===== config.mk =====
export PLATFORM = sky130hd
export DESIGN_NAME = line_refill_ctrl
export DESIGN_NICKNAME = d
export VERILOG_FILES = /design/src/rtl/refill_pkg.sv /design/src/rtl/refill_seq.sv /design/src/rtl/refill_route.sv /design/src/rtl/refill_fsm.sv /design/src/rtl/line_refill_ctrl.sv
export SDC_FILE = /design/constraint.sdc
export NUM_CORES = 1
export LEC_CHECK = 0
export CAP_MARGIN = 20
export CORE_ASPECT_RATIO = 1.25
export CORE_MARGIN = 5
export CORE_UTILIZATION = 39
export DETAILED_ROUTE_END_ITERATION = 6
export PLACE_DENSITY = 0.77
export SETUP_SLACK_MARGIN = 0.5
export SYNTH_ARGS = -nofsm -noshare
export SYNTH_HDL_FRONTEND = slang
export SYNTH_SLANG_ARGS = --single-unit
export TNS_END_PERCENT = 50

===== constraint.sdc =====
create_clock -name clk -period 3.7 [get_ports clk]
set_clock_uncertainty 0.1 [all_clocks]
set_input_delay 1.11 -clock clk [delete_from_list [all_inputs] [get_ports clk]]
set_output_delay 1.11 -clock clk [all_outputs]
set_load 0.05 [all_outputs]

===== src/rtl/refill_pkg.sv =====
package refill_pkg;

    typedef enum logic [1:0] {
        ST_IDLE,
        ST_FILL,
        ST_DONE
    } fill_state_e;

endpackage


===== src/rtl/refill_seq.sv =====
// Offset generator: maps a step count to a word offset for either fetch order.
module refill_seq #(
    parameter int OFF_W = 3
) (
    input  logic [OFF_W-1:0] base,
    input  logic [OFF_W-1:0] step,
    input  logic             wrap,
    output logic [OFF_W-1:0] off
);
    always_comb begin
        // modulo arithmetic comes from the OFF_W-wide result
        off = wrap ? (base + step) : step;
    end
endmodule


===== src/rtl/refill_route.sv =====
// Routes a returning word to the line buffer and, if it is the missed one, to the processor.
module refill_route #(
    parameter int DATA_W = 32,
    parameter int OFF_W  = 3
) (
    input  logic              accept,
    input  logic [OFF_W-1:0]  rsp_off,
    input  logic [OFF_W-1:0]  crit_off,
    input  logic [DATA_W-1:0] rsp_data,
    output logic              fill_we,
    output logic [OFF_W-1:0]  fill_idx,
    output logic [DATA_W-1:0] fill_data,
    output logic              cpu_valid,
    output logic [DATA_W-1:0] cpu_data
);
    always_comb begin
        fill_we   = accept;
        fill_idx  = rsp_off;
        fill_data = rsp_data;
        cpu_valid = accept && (rsp_off == crit_off);
        cpu_data  = rsp_data;
    end
endmodule


===== src/rtl/refill_fsm.sv =====
// Refill sequencer: captures the miss, counts requests and responses, tracks written slots.
module refill_fsm
    import refill_pkg::*;
#(
    parameter int BLK_W = 26,
    parameter int WORDS = 8,
    parameter int OFF_W = $clog2(WORDS),
    parameter int CNT_W = $clog2(WORDS + 1)
) (
    input  logic             clk,
    input  logic             rst_n,
    input  logic             miss_valid,
    input  logic [BLK_W-1:0] miss_blk,
    input  logic [OFF_W-1:0] miss_off,
    input  logic             miss_wrap,
    input  logic             req_ready,
    input  logic             rsp_valid,
    input  logic [OFF_W-1:0] rsp_off,
    output logic             busy,
    output logic             req_valid,
    output logic [OFF_W-1:0] req_step,
    output logic [OFF_W-1:0] rsp_step,
    output logic             rsp_accept,
    output logic [BLK_W-1:0] cur_blk,
    output logic [OFF_W-1:0] crit_off,
    output logic             cur_wrap,
    output logic             fill_done,
    output logic             line_valid
);
    localparam logic [CNT_W-1:0] CNT_FULL = CNT_W'(WORDS);
    localparam logic [CNT_W-1:0] CNT_LAST = CNT_W'(WORDS - 1);

    typedef struct packed {
        fill_state_e      st;
        logic [BLK_W-1:0] blk;
        logic [OFF_W-1:0] crit;
        logic             wrap;
        logic [CNT_W-1:0] req_cnt;
        logic [CNT_W-1:0] rsp_cnt;
        logic [WORDS-1:0] mask;
        logic             lv;
    } ctx_t;

    ctx_t ctx_d, ctx_q;
    logic req_fire;

    always_comb begin
        busy       = (ctx_q.st != ST_IDLE);
        req_valid  = (ctx_q.st == ST_FILL) && (ctx_q.req_cnt < CNT_FULL);
        rsp_accept = (ctx_q.st == ST_FILL) && rsp_valid && (ctx_q.rsp_cnt < CNT_FULL);
        req_step   = ctx_q.req_cnt[OFF_W-1:0];
        rsp_step   = ctx_q.rsp_cnt[OFF_W-1:0];
        cur_blk    = ctx_q.blk;
        crit_off   = ctx_q.crit;
        cur_wrap   = ctx_q.wrap;
        fill_done  = (ctx_q.st == ST_DONE);
        line_valid = ctx_q.lv;
        req_fire   = req_valid && req_ready;
    end

    always_comb begin
        ctx_d = ctx_q;
        unique case (ctx_q.st)
            ST_IDLE: begin
                if (miss_valid) begin
                    ctx_d.st      = ST_FILL;
                    ctx_d.blk     = miss_blk;
                    ctx_d.crit    = miss_off;
                    ctx_d.wrap    = miss_wrap;
                    ctx_d.req_cnt = '0;
                    ctx_d.rsp_cnt = '0;
                    ctx_d.mask    = '0;
                    ctx_d.lv      = 1'b0;
                end
            end
            ST_FILL: begin
                if (req_fire) begin
                    ctx_d.req_cnt = ctx_q.req_cnt + 1'b1;
                end
                if (rsp_accept) begin
                    ctx_d.rsp_cnt       = ctx_q.rsp_cnt + 1'b1;
                    ctx_d.mask[rsp_off] = 1'b1;
                    if (ctx_q.rsp_cnt == CNT_LAST) begin
                        ctx_d.st = ST_DONE;
                        ctx_d.lv = &ctx_d.mask;
                    end
                end
            end
            ST_DONE: begin
                ctx_d.st = ST_IDLE;
            end
            default: begin
                ctx_d.st = ST_IDLE;
            end
        endcase
    end

    always_ff @(posedge clk) begin
        if (!rst_n) begin
            ctx_q <= '0;
        end else begin
            ctx_q <= ctx_d;
        end
    end
endmodule


===== src/rtl/line_refill_ctrl.sv =====
module line_refill_ctrl #(
    parameter int BLK_W  = 26,
    parameter int WORDS  = 8,
    parameter int DATA_W = 32,
    parameter int OFF_W  = $clog2(WORDS),
    parameter int ADDR_W = BLK_W + OFF_W
) (
    input  logic              clk,
    input  logic              rst_n,
    input  logic              miss_valid,
    input  logic [BLK_W-1:0]  miss_blk,
    input  logic [OFF_W-1:0]  miss_off,
    input  logic              miss_wrap,
    output logic              busy,
    output logic              mem_req_valid,
    input  logic              mem_req_ready,
    output logic [ADDR_W-1:0] mem_req_addr,
    input  logic              mem_rsp_valid,
    input  logic [DATA_W-1:0] mem_rsp_data,
    output logic              fill_we,
    output logic [OFF_W-1:0]  fill_idx,
    output logic [DATA_W-1:0] fill_data,
    output logic              cpu_valid,
    output logic [DATA_W-1:0] cpu_data,
    output logic              fill_done,
    output logic              line_valid
);
    logic [OFF_W-1:0] req_step, rsp_step, req_off, rsp_off, crit_off;
    logic [BLK_W-1:0] cur_blk;
    logic             cur_wrap, rsp_accept;

    refill_fsm #(.BLK_W(BLK_W), .WORDS(WORDS)) u_fsm (
        .clk        (clk),
        .rst_n      (rst_n),
        .miss_valid (miss_valid),
        .miss_blk   (miss_blk),
        .miss_off   (miss_off),
        .miss_wrap  (miss_wrap),
        .req_ready  (mem_req_ready),
        .rsp_valid  (mem_rsp_valid),
        .rsp_off    (rsp_off),
        .busy       (busy),
        .req_valid  (mem_req_valid),
        .req_step   (req_step),
        .rsp_step   (rsp_step),
        .rsp_accept (rsp_accept),
        .cur_blk    (cur_blk),
        .crit_off   (crit_off),
        .cur_wrap   (cur_wrap),
        .fill_done  (fill_done),
        .line_valid (line_valid)
    );

    refill_seq #(.OFF_W(OFF_W)) u_req_seq (
        .base (crit_off),
        .step (req_step),
        .wrap (cur_wrap),
        .off  (req_off)
    );

    refill_seq #(.OFF_W(OFF_W)) u_rsp_seq (
        .base (crit_off),
        .step (rsp_step),
        .wrap (cur_wrap),
        .off  (rsp_off)
    );

    refill_route #(.DATA_W(DATA_W), .OFF_W(OFF_W)) u_route (
        .accept    (rsp_accept),
        .rsp_off   (rsp_off),
        .crit_off  (crit_off),
        .rsp_data  (mem_rsp_data),
        .fill_we   (fill_we),
        .fill_idx  (fill_idx),
        .fill_data (fill_data),
        .cpu_valid (cpu_valid),
        .cpu_data  (cpu_data)
    );

    assign mem_req_addr = {cur_blk, req_off};
endmodule


==> results of run 1 <==
worst max-delay path by stage:
stage                      startpoint         to  slack (ns)
floorplan           u_fsm.crit_off[0]  cpu_valid        0.37
global placement        mem_rsp_valid  cpu_valid        0.23
detailed placement      mem_rsp_valid  cpu_valid        0.24
CTS                 u_fsm.rsp_step[0]  cpu_valid        0.23
global route        u_fsm.rsp_step[0]  cpu_valid        0.15
finish              u_fsm.rsp_step[0]  cpu_valid        0.24
sequential cells by signal, indices dropped and copies added (netlist names):
register / count
u_fsm.cur_wrap: 1
u_fsm.line_valid: 1
u_fsm.req_step: 3
u_fsm.cur_blk: 26
u_fsm.crit_off: 3
u_fsm.ctx_q: 12
u_fsm.rsp_step: 3
per-stage QoR:
stage               setup WS [ns]  area (µm²)  cells  utilization  total power, W
finish                      0.238        3500    457        0.452         0.00127
global placement            0.231        3250    439        0.419        0.000861
floorplan                   0.366        3100    373            -        0.000962
CTS                         0.233        3480    454        0.449         0.00128
detailed placement          0.241        3250    439        0.419        0.000865
global route                0.155        3500    457        0.452         0.00133
cells in the final DEF (no fill, tap or decap), types with 3 or more instances in the layout:
cell,instances
sky130_fd_sc_hd__nand2_1,68
sky130_fd_sc_hd__ha_1,3
sky130_fd_sc_hd__buf_4,18
sky130_fd_sc_hd__a41oi_1,3
sky130_fd_sc_hd__nand4_1,3
sky130_fd_sc_hd__nor3_1,6
sky130_fd_sc_hd__dfxtp_1,45
sky130_fd_sc_hd__clkbuf_8,6
sky130_fd_sc_hd__inv_1,8
sky130_fd_sc_hd__a21oi_1,8
sky130_fd_sc_hd__dfxtp_2,4
sky130_fd_sc_hd__clkdlybuf4s50_1,64
sky130_fd_sc_hd__nor2b_1,9
sky130_fd_sc_hd__a21boi_0,31
sky130_fd_sc_hd__nor4_1,3
sky130_fd_sc_hd__buf_12,3
sky130_fd_sc_hd__xnor2_1,5
sky130_fd_sc_hd__nor2_1,16
kinds of logic after synthesis:
group,after synthesis,synth area share
and+or+nand+nor,126,0.197
buffers and inverters,118,0.264
AOI/OAI and AO/OA,64,0.155
DFF,49,0.320
xor gates and xnor gates,9,0.0306
adders and majority gates,6,0.0294
muxes,1,0.00367
timing repair:
action,CTS,global route
hold endpoints to repair,0,0
pin swaps,4,1
resized for setup,14,4
hold buffers,0,0
setup buffers,7,3
endpoints found under the setup margin,8,7
critical path: cells and delay by family (launching register included):
kind                     cells  cell delay [ns]
adder cells (fa/ha/maj)      2             0.61
AND/OR/NAND/NOR              3             0.45
XOR/XNOR                     2             0.36
flip-flops                   1             0.34
buffers and inverters        2             0.18
layer usage:
metal	vias up	wire, µm	track usage	share of wire
li1	1120	-	-	-
met1	1075	2640	0.162	0.40
met2	71	3400	0.236	0.51
met3	16	436	0.0401	0.065
met4	0	188	0.0660	0.028
met5	-	0	0	0
cell type report:
class | count | share of cell area
Clock inverter | 2 | 0.0107
Multi-Input combinational cell | 206 | 0.386
Timing Repair Buffer | 90 | 0.255
Sequential cell | 49 | 0.281
Inverter | 9 | 0.00964
Clock buffer | 6 | 0.0236
Tap cell | 95 | 0.0339
power by group:
group          switching [W]  internal (W)
clock network       0.000185      0.000220
registers          0.0000176      0.000550
logic               0.000172      0.000121
total               0.000375      0.000891
==> out/results.txt, run 1 <==
The run finished with clean final reports. The multi-input combinational cell area was 1350 µm²; the maximum net fanout on the critical path was 2. For the max-cap violation count, the log shows 0. The critical path start-end classification was register to output pin. In this run the critical register-to-register path is launched from u_fsm.rsp_step[0].

The initialized floorplan defines 36 standard-cell rows. Clock transition at the registers of the reported paths: 0.09 ns. The setup slack on the worst flop-to-flop path is 1.25 ns, and the width of the die is 89.3 µm. The congestion estimate from routability-driven global placement came to 0.851. The leakage power of the design was 1.29 nW; the number of H-tree branching levels was 2. Before antenna repair, the detailed router went through 4 iterations.

The synthesized design spends more area on one cell type than any other, namely sky130_fd_sc_hd__dfxtp_1. The clock drives 49 sinks. The run gives 373 as the cell count after synthesis. For the initial antenna violation count, the log shows 0. The total power divided by cell area is 361 nW/µm². For this design, the slowest cell found on the critical path is sky130_fd_sc_hd__fa_2. The sum of overflow across all layers after global routing came out at 0.

In the routed design, unresolved DRC markers number 0. The floorplan die height was 109 µm. The average cell area after synthesis is 8.22 µm², and the global-route wire length before repair is 10800 µm. The sequential share of the synthesized area is 0.320, and the storage element area is 986 µm². The worst setup path is launched from a register.

After routing, the total negative slack on setup checks comes to 0 ns. The share of the cycle needed by the critical path after routing was 0.936. Across the VDD grid, the largest voltage drop is 0.000202 V. The effective utilization at floorplan is 0.396, and the number of CTS-inserted buffers is 5. Proportion of register bits with asynchronous set or reset after synthesis: 0. The tools report the aggregate global-route resource usage as 0.141. The number of cells on the worst hold path was 2; the share of cells above drive strength 1 was 0.152. The fraction of synthesized cell area taken by the top area cell type came out at 0.320. For the maximum count of clock buffers along a single path, the log shows 2. TritonCTS built the clock tree. The layout overhead on the synthesized area works out to 14.3%. The number of endpoints with negative hold slack in the final report was 0; the number of enable flip-flop cells after synthesis was 0. The final routed wire length divided by cell count was 14.6 µm; the achievable frequency was 0.289 GHz. For this run, the slowest stage of the critical path takes 0.44 ns. The wire-length estimate of the detail-placed layout is 4910 µm.

The tools report the root buffer selected by CTS as sky130_fd_sc_hd__clkbuf_8. The run gives 52 as the number of different library cells in the post-synthesis netlist. Summed over all layers, the routed wires come to 6660 µm.

Setup violations remaining at the end of the flow were counted as 0. In this run the tool buffered the top-level ports with 72 buffer cells. The count of yosys warnings during synthesis came out at 0. 169 I/O pins were placed. For the remaining antenna violation count, the log shows 0. The die area is 9750 µm². The worst flop-to-flop path endpoint is u_fsm.line_valid.

Worst max-slew margin expressed relative to the limit: 0.617. The most instantiated library cell after synthesis was sky130_fd_sc_hd__buf_4. By area the synthesized netlist is led by sky130_fd_sc_hd__dfxtp_1 (32%), sky130_fd_sc_hd__buf_4 (22%), sky130_fd_sc_hd__nand2_1 (8.3%). For the data required time at the worst endpoint, the log shows 2.49 ns. In this run the worst hold path is classified as register to register.

The area of the core region came out at 7750 µm². In the synthesized netlist the dominant register cell turns out to be sky130_fd_sc_hd__dfxtp_1. At the pin with the least slew margin, the transition time is 0.573 ns. After synthesis the netlist holds a flip-flop and latch count of 49.

The via density per instance was 4.99. The final layout contains 434 nets. The number of fill cells is 750, and the depth of the most critical reg-to-reg path is 10. In this run, the number of DRC markers left after iteration 0 of detailed routing was 107.

Launch instance of the worst min-delay path: u_fsm.cur_blk[20]. The synthesized netlist occupies a cell area of 3070 µm². Setup repair after global routing could not meet its margin everywhere.

By count the netlist is led by sky130_fd_sc_hd__buf_4 (91), sky130_fd_sc_hd__nand2_1 (68), sky130_fd_sc_hd__dfxtp_1 (49). The diode insertion count for antenna repair came out at 0. The worst setup path is captured at an output pin.

The number of pins exceeding their max-slew limit in the final report is 0. When the netlist entered floorplanning its net count stood at 446. Walking the worst path, the cells encountered are ha_2, inv_2, fa_2, xor2_4, nor3_4, or2_4, xor2_2, nor2_4, buf_12. For the worst setup path, the data arrival time is 2.25 ns. The shortest period the worst path allows was 3.46 ns. The path with the worst hold slack has its endpoint at u_fsm.cur_blk[20]. Number of global-route vias before repair: 2228. The clock reaches the later pin of the worst-skew pair after 0.30 ns. The worst hold slack came out at 0.366 ns.

For this block, the via count after detailed routing is 2282. For the pin count of the biggest net entering global routing, the log shows 22.
Note: power is estimated with default switching activity, not from simulation.
==> run 2: changes to the inputs <==
Settings changed: CORE_MARGIN 5 to 3.
==> run 2 against run 1 <==
Die area fell by 8.0%. Count of clock-buffer cells in the layout unchanged. Largest cell class unchanged. Sequential share of layout area increased by 0.22 points. Hold slack gained 0.00091 ns. Utilization is 1.4 points higher. Power is 5.9% lower. Flip-flop and latch count stayed put. Highest routed layer unchanged. Worst setup slack got worse by 0.023 ns. Sequential power hardly changed. Global-route usage grew 0.96 points.
==> out/results.txt, run 2 (same netlist as run 1, synthesis figures left out) <==
The run finished with clean final reports. The library cell used most frequently in the layout, excluding fill and tap cells, is sky130_fd_sc_hd__nand2_1. The shortest period the worst path allows was 3.48 ns (+0.0230 ns). The run gives 0 (unchanged) as the diode insertion count for antenna repair. The path class of the tightest hold or removal check is register to register. For the number of H-tree branching levels, the log shows 2 (unchanged). By startpoint and endpoint, the worst setup path is classified as register to output pin.

The floorplan die height was 105 µm (-3.7%); the wire length reported by the detailed router was 6800 µm (+2.0%). The number of setup violations in the final report was 0 (unchanged); the number of I/O port buffers was 72 (unchanged). The weighted congestion at the end of routability-driven global placement came out at 0.860 (+1.1%).

The data required time at the worst endpoint came out at 2.49 ns (about the same). The clock transition at the registers of the reported paths was 0.09 ns (about the same); the transition time of the tightest slew-check pin was 0.656 ns (+0.0830 ns). The tools report the multi-input combinational cell area as 1360 µm² (+0.74%). The run gives 0.467 (+0.0143) as the post-layout utilization of the core. The maximum count of clock buffers along a single path is 2 (unchanged). The first-pass iteration count of the detailed router is 4 (unchanged). For the number of endpoints with negative hold slack in the final report, the log shows 0 (unchanged). Setup repair after global routing could not meet its margin everywhere. The first-iteration detailed-routing DRC count is 119 (+11%), and the detailed-placement wirelength estimate is 4880 µm (-0.65%). The overall via count from detail_route was 2302 (+0.88%); the endpoint arrival time on the critical path was 2.27 ns (+0.02 ns). Effective utilization at floorplan: 0.410 (+0.0137). The achievable frequency is 0.287 GHz (-0.66%).

The number of CTS-inserted buffers is 5 (unchanged). The initial antenna violation count is 0 (unchanged). The tools report the setup TNS after final layout as 0 ns (unchanged). The post-route standard cell area excluding fillers came out at 3490 µm² (-0.29%). The tools report the die area as 8970 µm² (-8.0%). The critical path launch point type is a register. The sum of overflow across all layers after global routing is 0 (unchanged). The aggregate global-route resource usage was 0.150 (+0.00957).

The total placed instance area was 3240 µm² (-0.35%). The tools report the max-cap violation count as 0 (unchanged). The leakage power of the design was 1.29 nW (-0.39%); the via density per instance was 5.06 (+1.3%). From synthesis to final layout, the design area changed by 14.0%. The worst max-slew margin expressed relative to the limit came out at 0.561 (-0.0555). The logs give 1.12 ns (-0.13 ns) for the setup slack on the worst flop-to-flop path and 10900 µm (+1.2%) for the global-route wire length before repair. The flip-flop count of the largest register, all copies and words added is 26 (unchanged), and the total power divided by cell area is 341 nW/µm² (-5.6%).

The width of the die is 85.3 µm (-4.5%). The number of sinks driven by the clock tree was 49 (unchanged). In the layout the commonest cells are sky130_fd_sc_hd__nand2_1 (68), sky130_fd_sc_hd__clkdlybuf4s50_1 (64), sky130_fd_sc_hd__dfxtp_1 (45).

The remaining antenna violation count came out at 0 (unchanged). The number of global-route vias before repair was 2288 (+2.7%). The number of pins exceeding their max-slew limit in the final report was 0 (unchanged). The share of the cycle needed by the critical path after routing works out to 0.942 (+0.00622). Root buffer selected by CTS: sky130_fd_sc_hd__clkbuf_8. The count of nets after finishing was 436 (+0.46%). The run gives 0.30 ns (about the same) as the later-pin clock latency in the skew report.

The area of the core region came out at 7490 µm² (-3.3%). For the highest ir drop seen on vdd, the log shows 0.000168 V (-17%). For the number of core rows, the log shows 35 (-2.8%). Final routed wire length divided by cell count: 14.9 µm (+2.4%).

The storage element area is 991 µm² (+0.51%). The share of cells above drive strength 1 was 0.154 (+0.00234). The maximum net fanout on the critical path works out to 2 (unchanged). The logs give 23 (+4.5%) for the pin count of the biggest net entering global routing and 169 (unchanged) for the count of boundary I/O pins. The count of unresolved DRC violations after routing came out at 0 (unchanged). The worst setup path is captured at an output pin.

The number of fill cells came out at 719 (-4.1%). TritonCTS built the clock tree. The number of buffers added to fix hold violations after cts came out at 0 (unchanged).
run 2: cell types whose count changed in the layout (fill, tap and decap cells not counted), sizes merged:
cell	before	now
buf	23	26
bufinv	1	0
clkdlybuf4s15	1	0
run 2: area by class of cell:
class                      count  area share
timing repair buffer          92       0.259
sequential                    49       0.284
clock buffer                   6      0.0236
inverter                       9     0.00967
tap                           92      0.0329
clock inverter                 1     0.00215
multi-input combinational    206       0.390
run 2: power by group:
part / switching, W / internal [W]
Sequential: 0.0000171 / 0.000549
Combinational: 0.000174 / 0.000122
Clock: 0.000182 / 0.000148
run 2: per-layer routing:
layer | track usage | up-vias | wire (µm)
met3 | 0.0347 | 30 | 395
met2 | 0.264 | 81 | 3500
met1 | 0.170 | 1066 | 2720
li1 | - | 1125 | -
met5 | 0 | - | 0
met4 | 0.0656 | 0 | 188
run 2: timing repair:
item	in CTS	in global routing
gates cloned	0	0
gates resized for setup	19	4
pin swaps	6	0
setup buffers	9	4
endpoints found under the setup margin	9	6
run 2: through the flow:
step / setup WS, ns / total power, W / hold WS, ns / instances
2_1_floorplan: 0.366 / 0.000962 / 0.332 / 373
3_3_place_gp: 0.244 / 0.000860 / 0.348 / 435
3_5_place_dp: 0.249 / 0.000864 / 0.357 / 435
4_1_cts: 0.224 / 0.00121 / 0.373 / 451
5_1_grt: 0.133 / 0.00125 / 0.394 / 455
6_report: 0.215 / 0.00119 / 0.367 / 455
run 2: final timing paths:
kind,endpoint,start,depth (start not counted)
worst max register to register,u_fsm.line_valid,u_fsm.rsp_step[0],11
worst max-delay path,cpu_valid,u_fsm.rsp_step[0],9
worst min register to register,u_fsm.cur_blk[23],u_fsm.cur_blk[23],2
worst min-delay path,u_fsm.cur_blk[23],u_fsm.cur_blk[23],2
run 2: critical path, cell delays in order, from the launching register on:
cell and delay, ns:
sky130_fd_sc_hd__dfxtp_4 0.37, sky130_fd_sc_hd__ha_4 0.13, sky130_fd_sc_hd__inv_2 0.03, sky130_fd_sc_hd__fa_2 0.45, sky130_fd_sc_hd__xnor2_4 0.21, sky130_fd_sc_hd__a21oi_4 0.08
sky130_fd_sc_hd__or2_4 0.27, sky130_fd_sc_hd__xor2_2 0.16, sky130_fd_sc_hd__nor2_4 0.13, sky130_fd_sc_hd__buf_12 0.14
